===== config.mk =====
export PLATFORM = sky130hd
export DESIGN_NAME = radio_state_seq
export DESIGN_NICKNAME = d
export VERILOG_FILES = /design/src/rtl/radio_seq_pkg.sv /design/src/rtl/rss_settle_timer.sv /design/src/rtl/rss_cmd_decode.sv /design/src/rtl/radio_state_seq.sv
export SDC_FILE = /design/constraint.sdc
export NUM_CORES = 1
export LEC_CHECK = 0
export ABC_AREA = 1
export CELL_PAD_IN_SITES_DETAIL_PLACEMENT = 1
export CELL_PAD_IN_SITES_GLOBAL_PLACEMENT = 2
export CORE_UTILIZATION = 40
export CTS_BUF_LIST = sky130_fd_sc_hd__clkbuf_2 sky130_fd_sc_hd__clkbuf_4 sky130_fd_sc_hd__clkbuf_8
export DETAILED_ROUTE_END_ITERATION = 6
export DONT_BUFFER_PORTS = 1
export GPL_TIMING_DRIVEN = 0
export PLACE_DENSITY_LB_ADDON = 0.1
export SYNTH_ARGS = -nofsm -noshare
export SYNTH_HDL_FRONTEND = slang
export SYNTH_SLANG_ARGS = --single-unit

===== constraint.sdc =====
create_clock -name clk -period 7.1 [get_ports clk]
set_input_delay 0.71 -clock clk [delete_from_list [all_inputs] [get_ports clk]]
set_output_delay 0.71 -clock clk [all_outputs]
set_load 0.01 [all_outputs]

===== src/rtl/radio_seq_pkg.sv =====
package radio_seq_pkg;

   typedef enum logic [2:0] {
      ST_SLEEP = 3'd0,
      ST_OFF   = 3'd1,
      ST_PLL   = 3'd2,
      ST_RX    = 3'd3,
      ST_TX    = 3'd4,
      ST_BOOT  = 3'd5
   } rstate_e;

   localparam logic [2:0] CODE_MOVING = 3'd7;

   typedef enum logic [2:0] {
      CMD_NONE      = 3'd0,
      CMD_OFF       = 3'd1,
      CMD_PLL       = 3'd2,
      CMD_RX        = 3'd3,
      CMD_TX        = 3'd4,
      CMD_FORCE_OFF = 3'd5,
      CMD_FORCE_PLL = 3'd6,
      CMD_SPARE     = 3'd7
   } cmd_e;

   typedef enum logic {
      UNIT_US   = 1'b0,
      UNIT_OCLK = 1'b1
   } unit_e;

   typedef enum logic [2:0] {
      DLY_LOCK  = 3'd0,
      DLY_HOP   = 3'd1,
      DLY_RAMP  = 3'd2,
      DLY_SLEEP = 3'd3,
      DLY_WAKE  = 3'd4
   } dly_e;

   typedef struct packed {
      logic    go;
      rstate_e dst;
      dly_e    dly;
   } move_req_s;

   function automatic int max2(input int a, input int b);
      return (a > b) ? a : b;
   endfunction

endpackage


===== src/rtl/rss_settle_timer.sv =====
module rss_settle_timer
   import radio_seq_pkg::*;
#(
   parameter int US_CYC   = 125,
   parameter int OCLK_CYC = 125,
   parameter int CNT_W    = 10,
   parameter int BOOT_N   = 37
) (
   input  logic             clk,
   input  logic             rst_n,
   input  logic             load,
   input  unit_e            load_unit,
   input  logic [CNT_W-1:0] load_n,
   output logic             expire
);

   localparam int PRE_MAX = max2(US_CYC, OCLK_CYC);
   localparam int PRE_W   = (PRE_MAX > 1) ? $clog2(PRE_MAX) : 1;

   logic             run_q;
   logic [CNT_W-1:0] rem_q;
   logic             pre_zero;

   generate
      if (PRE_MAX == 1) begin : g_no_pre
         assign pre_zero = 1'b1;
      end else begin : g_pre
         logic [PRE_W-1:0] pre_q;
         unit_e            unit_q;

         function automatic logic [PRE_W-1:0] reload(input unit_e u);
            return (u == UNIT_OCLK) ? PRE_W'(OCLK_CYC - 1) : PRE_W'(US_CYC - 1);
         endfunction

         always_ff @(posedge clk or negedge rst_n) begin
            if (!rst_n) begin
               pre_q  <= PRE_W'(US_CYC - 1);
               unit_q <= UNIT_US;
            end else if (load) begin
               pre_q  <= reload(load_unit);
               unit_q <= load_unit;
            end else if (run_q) begin
               pre_q  <= pre_zero ? reload(unit_q) : pre_q - 1'b1;
            end
         end

         assign pre_zero = (pre_q == '0);
      end
   endgenerate

   always_ff @(posedge clk or negedge rst_n) begin
      if (!rst_n) begin
         run_q <= 1'b1;
         rem_q <= CNT_W'(BOOT_N - 1);
      end else if (load) begin
         run_q <= 1'b1;
         rem_q <= load_n - 1'b1;
      end else if (run_q && pre_zero) begin
         if (rem_q == '0) run_q <= 1'b0;
         else             rem_q <= rem_q - 1'b1;
      end
   end

   assign expire = run_q && pre_zero && (rem_q == '0);

endmodule


===== src/rtl/rss_cmd_decode.sv =====
module rss_cmd_decode
   import radio_seq_pkg::*;
(
   input  rstate_e   origin,
   input  logic      moving,
   input  logic      cmd_valid,
   input  logic [2:0] cmd,
   input  logic      strobe,
   output move_req_s req
);

   cmd_e c;
   logic solo_strobe;

   assign c           = cmd_e'(cmd);
   assign solo_strobe = strobe && !cmd_valid;

   always_comb begin
      req = '{go: 1'b0, dst: ST_OFF, dly: DLY_HOP};
      if (cmd_valid && c == CMD_FORCE_OFF && origin != ST_SLEEP) begin
         req = '{go: 1'b1, dst: ST_OFF, dly: DLY_HOP};
      end else if (cmd_valid && c == CMD_FORCE_PLL &&
                   (origin == ST_PLL || origin == ST_RX || origin == ST_TX)) begin
         req = '{go: 1'b1, dst: ST_PLL, dly: DLY_HOP};
      end else if (!moving) begin
         case (origin)
            ST_OFF: begin
               if (cmd_valid && c == CMD_PLL)
                  req = '{go: 1'b1, dst: ST_PLL, dly: DLY_LOCK};
               else if (cmd_valid && c == CMD_RX)
                  req = '{go: 1'b1, dst: ST_RX, dly: DLY_LOCK};
               else if (solo_strobe)
                  req = '{go: 1'b1, dst: ST_SLEEP, dly: DLY_SLEEP};
            end
            ST_PLL: begin
               if (cmd_valid && c == CMD_OFF)
                  req = '{go: 1'b1, dst: ST_OFF, dly: DLY_HOP};
               else if (cmd_valid && c == CMD_RX)
                  req = '{go: 1'b1, dst: ST_RX, dly: DLY_HOP};
               else if ((cmd_valid && c == CMD_TX) || solo_strobe)
                  req = '{go: 1'b1, dst: ST_TX, dly: DLY_RAMP};
            end
            ST_RX: begin
               if (cmd_valid && c == CMD_OFF)
                  req = '{go: 1'b1, dst: ST_OFF, dly: DLY_HOP};
               else if (cmd_valid && c == CMD_PLL)
                  req = '{go: 1'b1, dst: ST_PLL, dly: DLY_HOP};
            end
            ST_SLEEP: begin
               if (solo_strobe)
                  req = '{go: 1'b1, dst: ST_OFF, dly: DLY_WAKE};
            end
            default: ;
         endcase
      end
   end

endmodule


===== src/rtl/radio_state_seq.sv =====
module radio_state_seq
   import radio_seq_pkg::*;
#(
   parameter int CLK_HZ       = 125_000_000,
   parameter int OUTCLK_HZ    = 1_000_000,
   parameter int FRAME_W      = 10,
   parameter int T_RST_US     = 37,
   parameter int T_WAKE_US    = 240,
   parameter int T_SLEEP_OCLK = 35,
   parameter int T_LOCK_US    = 110,
   parameter int T_HOP_US     = 1,
   parameter int T_RAMP_US    = 16,
   parameter int T_RET_US     = 32
) (
   input  logic               clk,
   input  logic               rst_n,
   input  logic               cmd_valid,
   input  logic [2:0]         cmd,
   input  logic               slp_tx_strobe,
   input  logic [FRAME_W-1:0] frame_len,
   output logic [2:0]         state_code,
   output logic               busy,
   output logic               wake_irq
);

   localparam int US_CYC   = CLK_HZ / 1_000_000;
   localparam int OCLK_CYC = CLK_HZ / OUTCLK_HZ;
   localparam int MAX_T    = max2(max2(max2(T_RST_US, T_WAKE_US), max2(T_SLEEP_OCLK, T_LOCK_US)),
                                  max2(max2(T_HOP_US, T_RAMP_US), max2(T_RET_US, (1 << FRAME_W) - 1)));
   localparam int CNT_W    = $clog2(MAX_T + 1);

   generate
      if (CLK_HZ < 1_000_000 || (CLK_HZ % 1_000_000) != 0) begin : g_bad_clk
         $error("CLK_HZ must be a whole multiple of 1 MHz");
      end
      if (OUTCLK_HZ <= 0 || OUTCLK_HZ > CLK_HZ || (CLK_HZ % OUTCLK_HZ) != 0) begin : g_bad_oclk
         $error("OUTCLK_HZ must divide CLK_HZ");
      end
      if (FRAME_W < 1 || FRAME_W > 16) begin : g_bad_frame
         $error("FRAME_W out of range");
      end
      if (T_RST_US < 1 || T_WAKE_US < 1 || T_SLEEP_OCLK < 1 || T_LOCK_US < 1 ||
          T_HOP_US < 1 || T_RAMP_US < 1 || T_RET_US < 1) begin : g_bad_delay
         $error("every settling delay must be at least one unit");
      end
   endgenerate

   rstate_e            cur_q, dst_q;
   logic               moving_q, wake_q;
   logic [FRAME_W-1:0] frame_q, frame_eff;
   move_req_s          req;
   logic               tmr_expire, tmr_load, auto_load;
   logic               frame_phase, return_phase;
   unit_e              tmr_unit;
   logic [CNT_W-1:0]   tmr_n;

   rss_cmd_decode u_decode (
      .origin    (cur_q),
      .moving    (moving_q),
      .cmd_valid (cmd_valid),
      .cmd       (cmd),
      .strobe    (slp_tx_strobe),
      .req       (req)
   );

   function automatic logic [CNT_W-1:0] dly_count(input dly_e d);
      case (d)
         DLY_LOCK:  return CNT_W'(T_LOCK_US);
         DLY_RAMP:  return CNT_W'(T_RAMP_US);
         DLY_SLEEP: return CNT_W'(T_SLEEP_OCLK);
         DLY_WAKE:  return CNT_W'(T_WAKE_US);
         default:   return CNT_W'(T_HOP_US);
      endcase
   endfunction

   assign frame_eff    = (frame_len == '0) ? FRAME_W'(1) : frame_len;
   assign frame_phase  = moving_q && (dst_q == ST_TX);
   assign return_phase = !moving_q && (cur_q == ST_TX);
   assign auto_load    = tmr_expire && !req.go && (frame_phase || return_phase);
   assign tmr_load     = req.go || auto_load;

   always_comb begin
      if (req.go) begin
         tmr_n    = dly_count(req.dly);
         tmr_unit = (req.dly == DLY_SLEEP) ? UNIT_OCLK : UNIT_US;
      end else if (frame_phase) begin
         tmr_n    = CNT_W'(frame_q);
         tmr_unit = UNIT_US;
      end else begin
         tmr_n    = CNT_W'(T_RET_US);
         tmr_unit = UNIT_US;
      end
   end

   rss_settle_timer #(
      .US_CYC   (US_CYC),
      .OCLK_CYC (OCLK_CYC),
      .CNT_W    (CNT_W),
      .BOOT_N   (T_RST_US)
   ) u_timer (
      .clk       (clk),
      .rst_n     (rst_n),
      .load      (tmr_load),
      .load_unit (tmr_unit),
      .load_n    (tmr_n),
      .expire    (tmr_expire)
   );

   always_ff @(posedge clk or negedge rst_n) begin
      if (!rst_n) begin
         cur_q    <= ST_BOOT;
         dst_q    <= ST_OFF;
         moving_q <= 1'b1;
         frame_q  <= FRAME_W'(1);
         wake_q   <= 1'b0;
      end else begin
         wake_q <= 1'b0;
         if (req.go) begin
            moving_q <= 1'b1;
            dst_q    <= req.dst;
            if (req.dst == ST_TX) frame_q <= frame_eff;
         end else if (tmr_expire) begin
            if (moving_q) begin
               cur_q    <= dst_q;
               moving_q <= 1'b0;
               wake_q   <= (cur_q == ST_SLEEP) && (dst_q == ST_OFF);
            end else if (cur_q == ST_TX) begin
               moving_q <= 1'b1;
               dst_q    <= ST_PLL;
            end
         end
      end
   end

   assign state_code = moving_q ? CODE_MOVING : 3'(cur_q);
   assign busy       = moving_q;
   assign wake_irq   = wake_q;

endmodule


==> results_dict.tcl, run 1 <==
set metrics [dict create \
    synthDistinctLibCells 37 \
    hold_class "primary input to async pin" \
    synth.ff_latch_count 36 \
    critPathMaxFanout 10 \
    rrSetupSlack_ns 4.34 \
    start_util_pct 41.8 \
    path_class "flop to flop" \
    viasPerCell 5.17 \
    p_sw_uw 84.7 \
    r2r-end "u_timer.rem_q[8]" \
    final_core_util_pct 45.3 \
    die_y_um 80.9 \
    io_pins 22 \
    period_minus_slack_ns 2.76 \
    tightest_slew_ns 0.693 \
    cts_resized 0 \
    hold_viol 0 \
    syn_area_um2 2490 \
    die_area_um2 6550 \
    wl_um 6790 \
    clockBufferDepth 2 \
    die_width_um 80.9 \
    drt-wirelength-per-cell_um 14.9 \
    outcome "complete, no violations" \
    power.density_nw_per_um2 147 \
    drive_gt1_share_pct 14.5 \
    tns_ns 0 \
    max_freq_ghz 0.363 \
    reg2reg_depth 17 \
    clock-root-buffer "clkbuf_8" \
    grt_pass1_vias 2423 \
    syn_area_per_cell_um2 6.71 \
    vias 2349 \
    swShare_pct 21.4 \
    htreeDepth 2 \
    synthArstFlopShare_pct 100 \
    skew_ns 0.0109 \
    antenna_found_initial 0 \
    port-buffer-count 0 \
    gp_congestion 0.811 \
    leakagePower_nw 1.39 \
    synth_top_area_share_pct 23.1 \
    syn_inst 371 \
    ant_nets 0 \
    dr.pass1.iters 4 \
    dpl.hpwl_um 5160 \
    ys_warn_count 0 \
    finalInstanceArea_um2 2700 \
    setup_viol 0 \
    insertedDiodeCount 0 \
    synth_edf_count 0 \
    row_count 28 \
    syn_nets 390 \
    seqPwrFrac_pct 51.8 \
    worst_setup_path_end_kind "flop" \
    hold_buffers 0 \
    cts_inserted_buffers 5 \
    drv_cap 0 \
    insertion_delay_ns 0.30 \
    slew-limit-headroom_pct 53.4 \
    synth_common_cells "nand2_1, inv_1, nand3_1, nor2_1, o21ai_0" \
    cts_sinks 36 \
    ys_seq_area_share_pct 36.8 \
    required_ns 7.29 \
    grt_pass1_wl_um 11600 \
    place_area_um2 2580 \
    cts_tree "built" \
    place_inst 446 \
    grtUsageTotal_pct 23.6 \
    synth_top_flop_cell "dfrtp_1" \
    grt_max_degree 37 \
    clockPowerShare_pct 46.3 \
    ir_worst_vdd_mv 0.0721 \
    r2r_start "u_timer.g_pre.pre_q[0]" \
    instances_no_fill 454 \
    clk_pin_slew_ns 0.08 \
    finalCritPeriodShare_pct 38.9 \
    rsz0062_at_grt "no" \
    postCtsSetupBuffers 0 \
    netlist.top_cell.by_area "dfrtp_1" \
    synth_area_leaders "dfrtp_1, nand2_1, dfstp_2" \
    drv_slew 0 \
    drc 0 \
    final_nets 397 \
    core-area_um2 5960 \
    drt_iter0_markers 98 \
    worstSetupStartpointType "flop" \
    gr-total-overflow 0 \
    p_int_uw 312 \
    areaGrowthSynthToFinish_pct 8.24 \
    synth_most_common_cell "nand2_1" \
    p_comb_share_pct 2.0 \
    worstPathArrival_ns 2.95 \
]
[stage by stage]
stage	hold slack, ns	total power [mW]	setup slack, ns
global placement	0.415	0.217	4.40
global route	0.0791	0.414	4.04
CTS	0.0906	0.402	4.32
finish	0.100	0.397	4.34
floorplan	0.414	0.215	4.76
detailed placement	0.416	0.217	4.35
[how the worst max path moves through the flow]
stage	startpoint	endpoint	slack, ns	depth (start not counted)
global placement	cmd[2]	u_timer.rem_q[4]	4.40	13
finish	u_timer.g_pre.pre_q[0]	u_timer.rem_q[8]	4.34	17
CTS	u_timer.g_pre.pre_q[0]	u_timer.rem_q[8]	4.32	17
floorplan	cmd[2]	u_timer.rem_q[4]	4.76	16
detailed placement	cmd[2]	u_timer.rem_q[4]	4.35	13
global route	u_timer.g_pre.pre_q[0]	u_timer.rem_q[8]	4.04	17
[routing by layer]
| layer | GRT usage (%) | part of all wire, % | vias up |
|---|---|---|---|
| li1 | - | - | 1195 |
| met1 | 32.0 | 49 | 1116 |
| met2 | 39.2 | 48 | 33 |
| met3 | 3.71 | 2.3 | 5 |
| met4 | 5.36 | 0.87 | 0 |
| met5 | 0 | 0 | - |
[cell usage in the layout (no fill, tap or decap), types with 2 or more instances in the layout]
cell	count
clkbuf_8	5
inv_1	49
dfrtp_1	23
o21ai_1	5
nand4_1	4
a22oi_1	2
nor4_1	3
o31ai_1	3
a31oi_1	4
nand3_2	3
nand3b_1	2
ha_1	2
nand3_1	42
nor2_1	36
a21oi_1	4
o21ai_2	3
nand2_2	7
dfstp_2	13
nand2_1	112
nor2_2	8
inv_2	5
clkinv_1	2
o21ai_0	24
[sequential cells by signal, indices dropped and copies added, names as in the netlist]
signal and flops:
u_timer.g_pre.pre_q 7, cur_q 3, wake_irq 1, frame_q 10, dst_q 3, u_timer.rem_q 10
busy 1, u_timer.run_q 1
[power by group through the flow]
stage	combinational (mW)	sequential [mW]	clock (mW)
after detailed placement	0.00776	0.209	0
after global placement	0.00761	0.209	0
after CTS	0.00785	0.205	0.189
after floorplan	0.00631	0.209	0
final	0.00783	0.205	0.183
after global routing	0.00902	0.205	0.200
[area by class of cell]
cell class              instances  area, um^2
flip-flops and latches         36         917
plain buffers                   5        35.0
multi-input cells             273        1320
fillers                       795        3260
well taps                      75        93.8
inverters                      57         216
clock inverters                 3        42.5
clock buffers                   5        68.8
[critical path: stages, from the launching register on]
cell	delay, ns
dfrtp_1	0.40
inv_1	0.11
ha_1	0.20
nand2_1	0.09
nor2_2	0.16
nand2_1	0.11
nor2_2	0.15
nand3_1	0.16
nand4_1	0.18
buf_4	0.19
nand3_1	0.10
nand2_2	0.10
ha_1	0.20
nand2_1	0.12
nor2_1	0.14
nand3b_1	0.09
nand3_1	0.09
nand2_1	0.05
[cells by family after synthesis]
group / count (synthesis) / share of synthesized area (%)
DFF: 36 / 36.8
muxes: 1 / 0.402
and+or+nand+nor: 221 / 40.2
adders and majority gates: 2 / 1.00
buffers and inverters: 62 / 10.1
AOI/OAI and AO/OA: 49 / 11.5
(Power assumes the default switching activity.)
==> inputs of run 2 (changes only) <==
- CORE_UTILIZATION: 40 -> 33
- clock period: 7.1 -> 2.25 ns (I/O delays scaled with it)
==> run 2 against run 1 <==
  * The run now ends with setup timing left
  * Core utilization grew 3.0 points
  * Clock skew grew 0.0025 ns
  * Worst hold slack lost 0.063 ns
  * Fmax grew 20%
  * Final area grew 31%
  * Combinational power grew to 5.8 times the previous value
  * Non-clock buffer count grew 45
  * Via count grew 10%
  * Sequential share of layout area shrank 7.9 points
  * Routed wire length grew 16%
  * Register-to-register slack lost 4.4 ns
  * Highest routed layer unchanged
==> results_dict.tcl, run 2 (same netlist as run 1, synthesis figures left out) <==
set metrics [dict create \
    start_util_pct 34.2 \
    drt_iter0_markers 51 \
    finalInstanceArea_um2 3520 \
    wl_um 7890 \
    largestRegisters "frame_q x10, u_timer.rem_q x10, u_timer.g_pre.pre_q x7" \
    worstSetupStartpointType "flop" \
    hold_class "primary input to flop" \
    cts_tree "built" \
    grtUsageTotal_pct 21.0 \
    viasPerCell 4.94 \
    worst_setup_path_end_kind "flop" \
    final_cell_mix "nand2_1, inv_1, buf_4" \
    dpl.hpwl_um 5210 \
    power.density_nw_per_um2 339 \
    failed_checks "setup timing" \
    areaGrowthSynthToFinish_pct 41.3 \
    clock-root-buffer "clkbuf_8" \
    finalHoldWorstSlack_ns 0.0366 \
    grt_pass1_wl_um 12500 \
    skew_ns 0.0135 \
    final.fill_count 928 \
    pre_cts_ws_ns -0.386 \
    path_class "flop to flop" \
    place_area_um2 2620 \
    die_width_um 88.9 \
    grt_pass1_vias 2598 \
    insertion_delay_ns 0.30 \
    final_common_cell "nand2_1" \
    finalCritPeriodShare_pct 103 \
    multi_input_area_um2 1720 \
    max_freq_ghz 0.433 \
    drt-wirelength-per-cell_um 15.1 \
    gp_congestion 0.779 \
    rsz0062_at_grt "yes" \
    setup_viol 6 \
    gr-total-overflow 0 \
    final_nets 443 \
    slew-limit-headroom_pct 53.5 \
    grt_max_degree 37 \
    timing.final.ws_setup_ns -0.0569 \
    drv_slew 0 \
    clk_pin_slew_ns 0.08 \
    ir_worst_vdd_mv 0.163 \
    core-area_um2 7290 \
    port-buffer-count 0 \
    htreeDepth 2 \
    worstPathArrival_ns 2.50 \
    clockBufferDepth 2 \
    drv_cap 0 \
    die_area_um2 7900 \
    period_minus_slack_ns 2.31 \
    vias 2586 \
    outcome "finished, violations left" \
    tightest_slew_ns 0.692 \
    ant_nets 0 \
    io_pins 22 \
    critPathMaxFanout 6 \
    required_ns 2.45 \
    leakagePower_nw 1.71 \
    drive_gt1_share_pct 38.1 \
    dr.pass1.iters 4 \
    insertedDiodeCount 0 \
    cts_sinks 36 \
    regArea_um2 918 \
    hold_viol 0 \
    die_y_um 88.9 \
    drc 0 \
    row_count 31 \
    cts_inserted_buffers 5 \
    antenna_found_initial 0 \
]
-- run 2: cell count changes in the layout (fill, tap and decap cells not counted), moves of 5 or more --
| cell | before | now |
|---|---|---|
| nand2_1 | 112 | 95 |
| inv_1 | 49 | 41 |
| nand3_4 | 1 | 6 |
| nand3_1 | 42 | 28 |
| nand3_2 | 3 | 12 |
| buf_4 | 1 | 36 |
| nor2_4 | 0 | 11 |
| nand2_4 | 1 | 12 |
| nor2_1 | 36 | 24 |
| inv_2 | 5 | 11 |
| buf_6 | 0 | 8 |
-- run 2: where the power goes --
part | switching [mW] | internal (mW) | leakage, nW
Clock | 0.257 | 0.245 | 0.0510
Combinational | 0.0323 | 0.0132 | 1.24
Sequential | 0 | 0.648 | 0.415
-- run 2: path summary, 6_finish.rpt --
kind | from | endpoint | slack, ns | cells past startpoint
worst max-delay path | cur_q[0] | u_timer.rem_q[8] | -0.06 | 16
worst min-delay path | frame_len[9] | frame_q[9] | 0.04 | 2
worst max register to register | cur_q[0] | u_timer.rem_q[8] | -0.06 | 16
worst min register to register | u_timer.g_pre.pre_q[6] | u_timer.g_pre.pre_q[6] | 0.47 | 2
max in group asynchronous | rst_n | cur_q[2] | 1.58 | 2
min in group asynchronous | rst_n | u_timer.rem_q[1] | 0.41 | 2
-- run 2: worst max-delay path: stages (launching register included) --
cell      delay [ns]
dfstp_2         0.61
inv_4           0.08
nand3_4         0.10
nand2_4         0.07
nand3_4         0.10
nand2_4         0.07
inv_4           0.12
nand3_4         0.14
nor2_8          0.19
nand2_1         0.08
nand2_2         0.11
ha_4            0.16
nand2_4         0.07
nor2_4          0.11
nand3b_1        0.08
nand3_1         0.07
nand2_1         0.05
-- run 2: routing by layer --
layer,track usage [%],up-vias,share of wire [%]
met5,0,-,0
met4,4.84,0,0.86
met3,3.26,6,2.3
met2,37.8,28,50
met1,26.3,1251,46
li1,-,1301,-
-- run 2: area by class of cell --
class | instances | area share (%)
Multi-Input combinational cell | 274 | 48.8
Sequential cell | 36 | 26.1
Timing Repair Buffer | 45 | 11.2
Inverter | 57 | 6.36
Tap cell | 99 | 3.52
Clock buffer | 6 | 2.35
Buffer | 5 | 1.46
Clock inverter | 2 | 0.284
-- run 2: what timing repair did --
action | in CTS | in global routing
gates resized for setup | 67 | 45
setup buffers | 31 | 12
hold buffers | 2 | 0
gates cloned | 0 | 2
pin swaps | 32 | 32
setup endpoints to repair | 18 | 13
hold endpoints to repair | 36 | 0
-- run 2: per-stage QoR --
step | std cells | utilization, % | TNS, ns | power (mW)
CTS | 511 | 44.2 | -0.277 | 1.21
global route | 524 | 48.3 | -1.38 | 1.25
global placement | 470 | 36.0 | -3.51 | 0.684
detailed placement | 470 | 36.0 | -3.72 | 0.684
floorplan | 371 | - | 0 | 0.680
finish | 524 | 48.3 | -0.228 | 1.20
==> inputs of run 3 (changes only) <==
- BUFFER_PORTS_ARGS: default -> -buffer_cell sky130_fd_sc_hd__buf_2
- CORE_UTILIZATION: 33 -> 31
- DONT_BUFFER_PORTS: 1 -> default
- GPL_ROUTABILITY_DRIVEN: default -> 0
==> run 3 against run 2 <==
  * The run still ends with setup timing left
  * Worst hold slack improved by 0.024 ns
  * Critical path type unchanged
  * Global-route usage down 1.4 points
  * Register-to-register slack worse by 0.07 ns
  * Critical path depth unchanged
  * Routed wire length increased by 0.44%
  * Total power increased by 1.6%
  * Highest routed layer unchanged
  * Cell count rose by 2.7%
==> results_dict.tcl, run 3 (same netlist as run 1, synthesis figures left out) <==
set metrics [dict create \
    tightest_slew_ns 0.888 \
    htreeDepth 2 \
    hold_viol 0 \
    die_width_um 91.6 \
    finalHoldWorstSlack_ns 0.0606 \
    grt_pass1_wl_um 12900 \
    viasPerCell 4.84 \
    vias 2602 \
    row_count 32 \
    drv_slew 0 \
    worstPathArrival_ns 2.58 \
    clk_pin_slew_ns 0.08 \
    antenna_found_initial 0 \
    insertedDiodeCount 0 \
    die_area_um2 8400 \
    dr.pass1.iters 4 \
    r2r-end "u_timer.rem_q[6]" \
    port-buffer-count 21 \
    rrSetupSlack_ns -0.12 \
    slew-limit-headroom_pct 40.8 \
    wl_um 7930 \
    tns_ns -0.469 \
    cts_inserted_buffers 5 \
    rsz0062_at_grt "yes" \
    power.density_nw_per_um2 339 \
    period_minus_slack_ns 2.37 \
    p_comb_share_pct 4.9 \
    setup.worst_path.start "cur_q[2]" \
    path_class "flop to flop" \
    outcome "finished, violations left" \
    failed_checks "setup timing" \
    insertion_delay_ns 0.29 \
    die_y_um 91.6 \
    final_cell_mix "nand2_1, inv_1, buf_4" \
    worstSetupStartpointType "flop" \
    largestRegisters "frame_q x10, u_timer.rem_q x10, u_timer.g_pre.pre_q x7" \
    reg2reg_depth 16 \
    setup_viol 7 \
    p_sw_uw 274 \
    seqPwrFrac_pct 53.3 \
    place_inst 494 \
    p_int_uw 940 \
    drt_iter0_markers 70 \
    clockBufferDepth 2 \
    grt_pass1_vias 2693 \
    clock-root-buffer "clkbuf_8" \
    grtUsageTotal_pct 19.6 \
    gr-total-overflow 0 \
    skew_ns 0.00828 \
    finalCritPeriodShare_pct 105 \
    dpl.hpwl_um 5370 \
    instances_no_fill 538 \
    core-area_um2 7770 \
    ir_worst_vdd_mv 0.260 \
    hold_class "primary input to async pin" \
    swShare_pct 22.6 \
    drv_cap 0 \
    required_ns 2.46 \
    cts_tree "built" \
    grt_max_degree 37 \
    drive_gt1_share_pct 42.0 \
    cts_sinks 36 \
    pre_cts_ws_ns -0.384 \
    final_nets 454 \
    max_freq_ghz 0.421 \
    drc 0 \
    timing.final.ws_setup_ns -0.123 \
    leakagePower_nw 1.75 \
    critPathMaxFanout 6 \
    io_pins 22 \
    start_util_pct 32.1 \
    drt-wirelength-per-cell_um 14.7 \
    areaGrowthSynthToFinish_pct 43.9 \
    ant_nets 0 \
    clockPowerShare_pct 41.7 \
    worst_setup_path_end_kind "flop" \
    final_common_cell "nand2_1" \
    r2r_start "cur_q[2]" \
]
[run 3: cell types whose count changed in the layout (fill, tap and decap cells not counted), sizes merged]
| cell | delta |
|---|---|
| dlygate4sd3 | -1 |
| inv | -2 |
| clkbuf | +1 |
| buf | +13 |
[run 3: final cells by class]
type                            count  area (um^2)
Clock buffer                        8         97.6
Inverter                           57          230
Timing Repair Buffer               56          390
Buffer                              5         46.3
Fill cell                        1003         4180
Sequential cell                    36          918
Tap cell                          102          128
Multi-Input combinational cell    274         1780
[run 3: timing repair]
| action | in CTS | in global routing |
|---|---|---|
| setup buffers | 19 | 17 |
| hold buffers | 0 | 0 |
| endpoints found under the hold margin | 0 | 0 |
| gates cloned | 2 | 0 |
| endpoints found under the setup margin | 17 | 13 |
| resized for setup | 65 | 60 |
| pin swaps | 25 | 40 |
[run 3: worst max-delay path: stages, from the launching register on]
cell      delay [ns]
dfstp_2         0.61
nor2_4          0.08
nand2_4         0.09
nor2_4          0.05
nor2_2          0.09
nand3_2         0.10
nand2_4         0.13
nand4_1         0.18
buf_6           0.18
nand3_4         0.08
nand2_4         0.07
ha_4            0.17
nand2_4         0.10
clkinv_4        0.08
nand3_2         0.06
nand2_1         0.06
a31oi_1         0.15
[run 3: through the flow]
step / area (um^2) / power [mW] / util [%]
final: 3590 / 1.21 / 46.2
after detailed placement: 2730 / 0.717 / 35.2
after CTS: 3250 / 1.24 / 41.8
after floorplan: 2500 / 0.680 / -
after global placement: 2730 / 0.717 / 35.2
after global routing: 3590 / 1.27 / 46.2
[run 3: worst max-delay path by stage]
stage,end,slack [ns],depth (start not counted)
after detailed placement,u_timer.rem_q[4],-0.38,12
after CTS,u_timer.rem_q[7],-0.09,17
after floorplan,u_timer.rem_q[8],0.003,17
final,u_timer.rem_q[6],-0.12,16
after global placement,u_timer.rem_q[8],-0.39,17
after global routing,u_timer.rem_q[6],-0.25,16
[run 3: power by group through the flow]
stage,Sequential [mW],Clock (mW),Combinational (mW)
6_report,0.648,0.507,0.0599
3_5_place_dp,0.660,0,0.0577
2_1_floorplan,0.660,0,0.0199
5_1_grt,0.648,0.555,0.0693
4_1_cts,0.648,0.536,0.0583
3_3_place_gp,0.660,0,0.0574
[run 3: per-layer routing]
metal  global-route usage, %  vias up  wire (um)
met5                       0        -          0
met4                    3.97        0         53
met3                    2.99        4        154
met2                    33.8       29       3900
met1                    25.9     1247       3820
li1                        -     1322          -
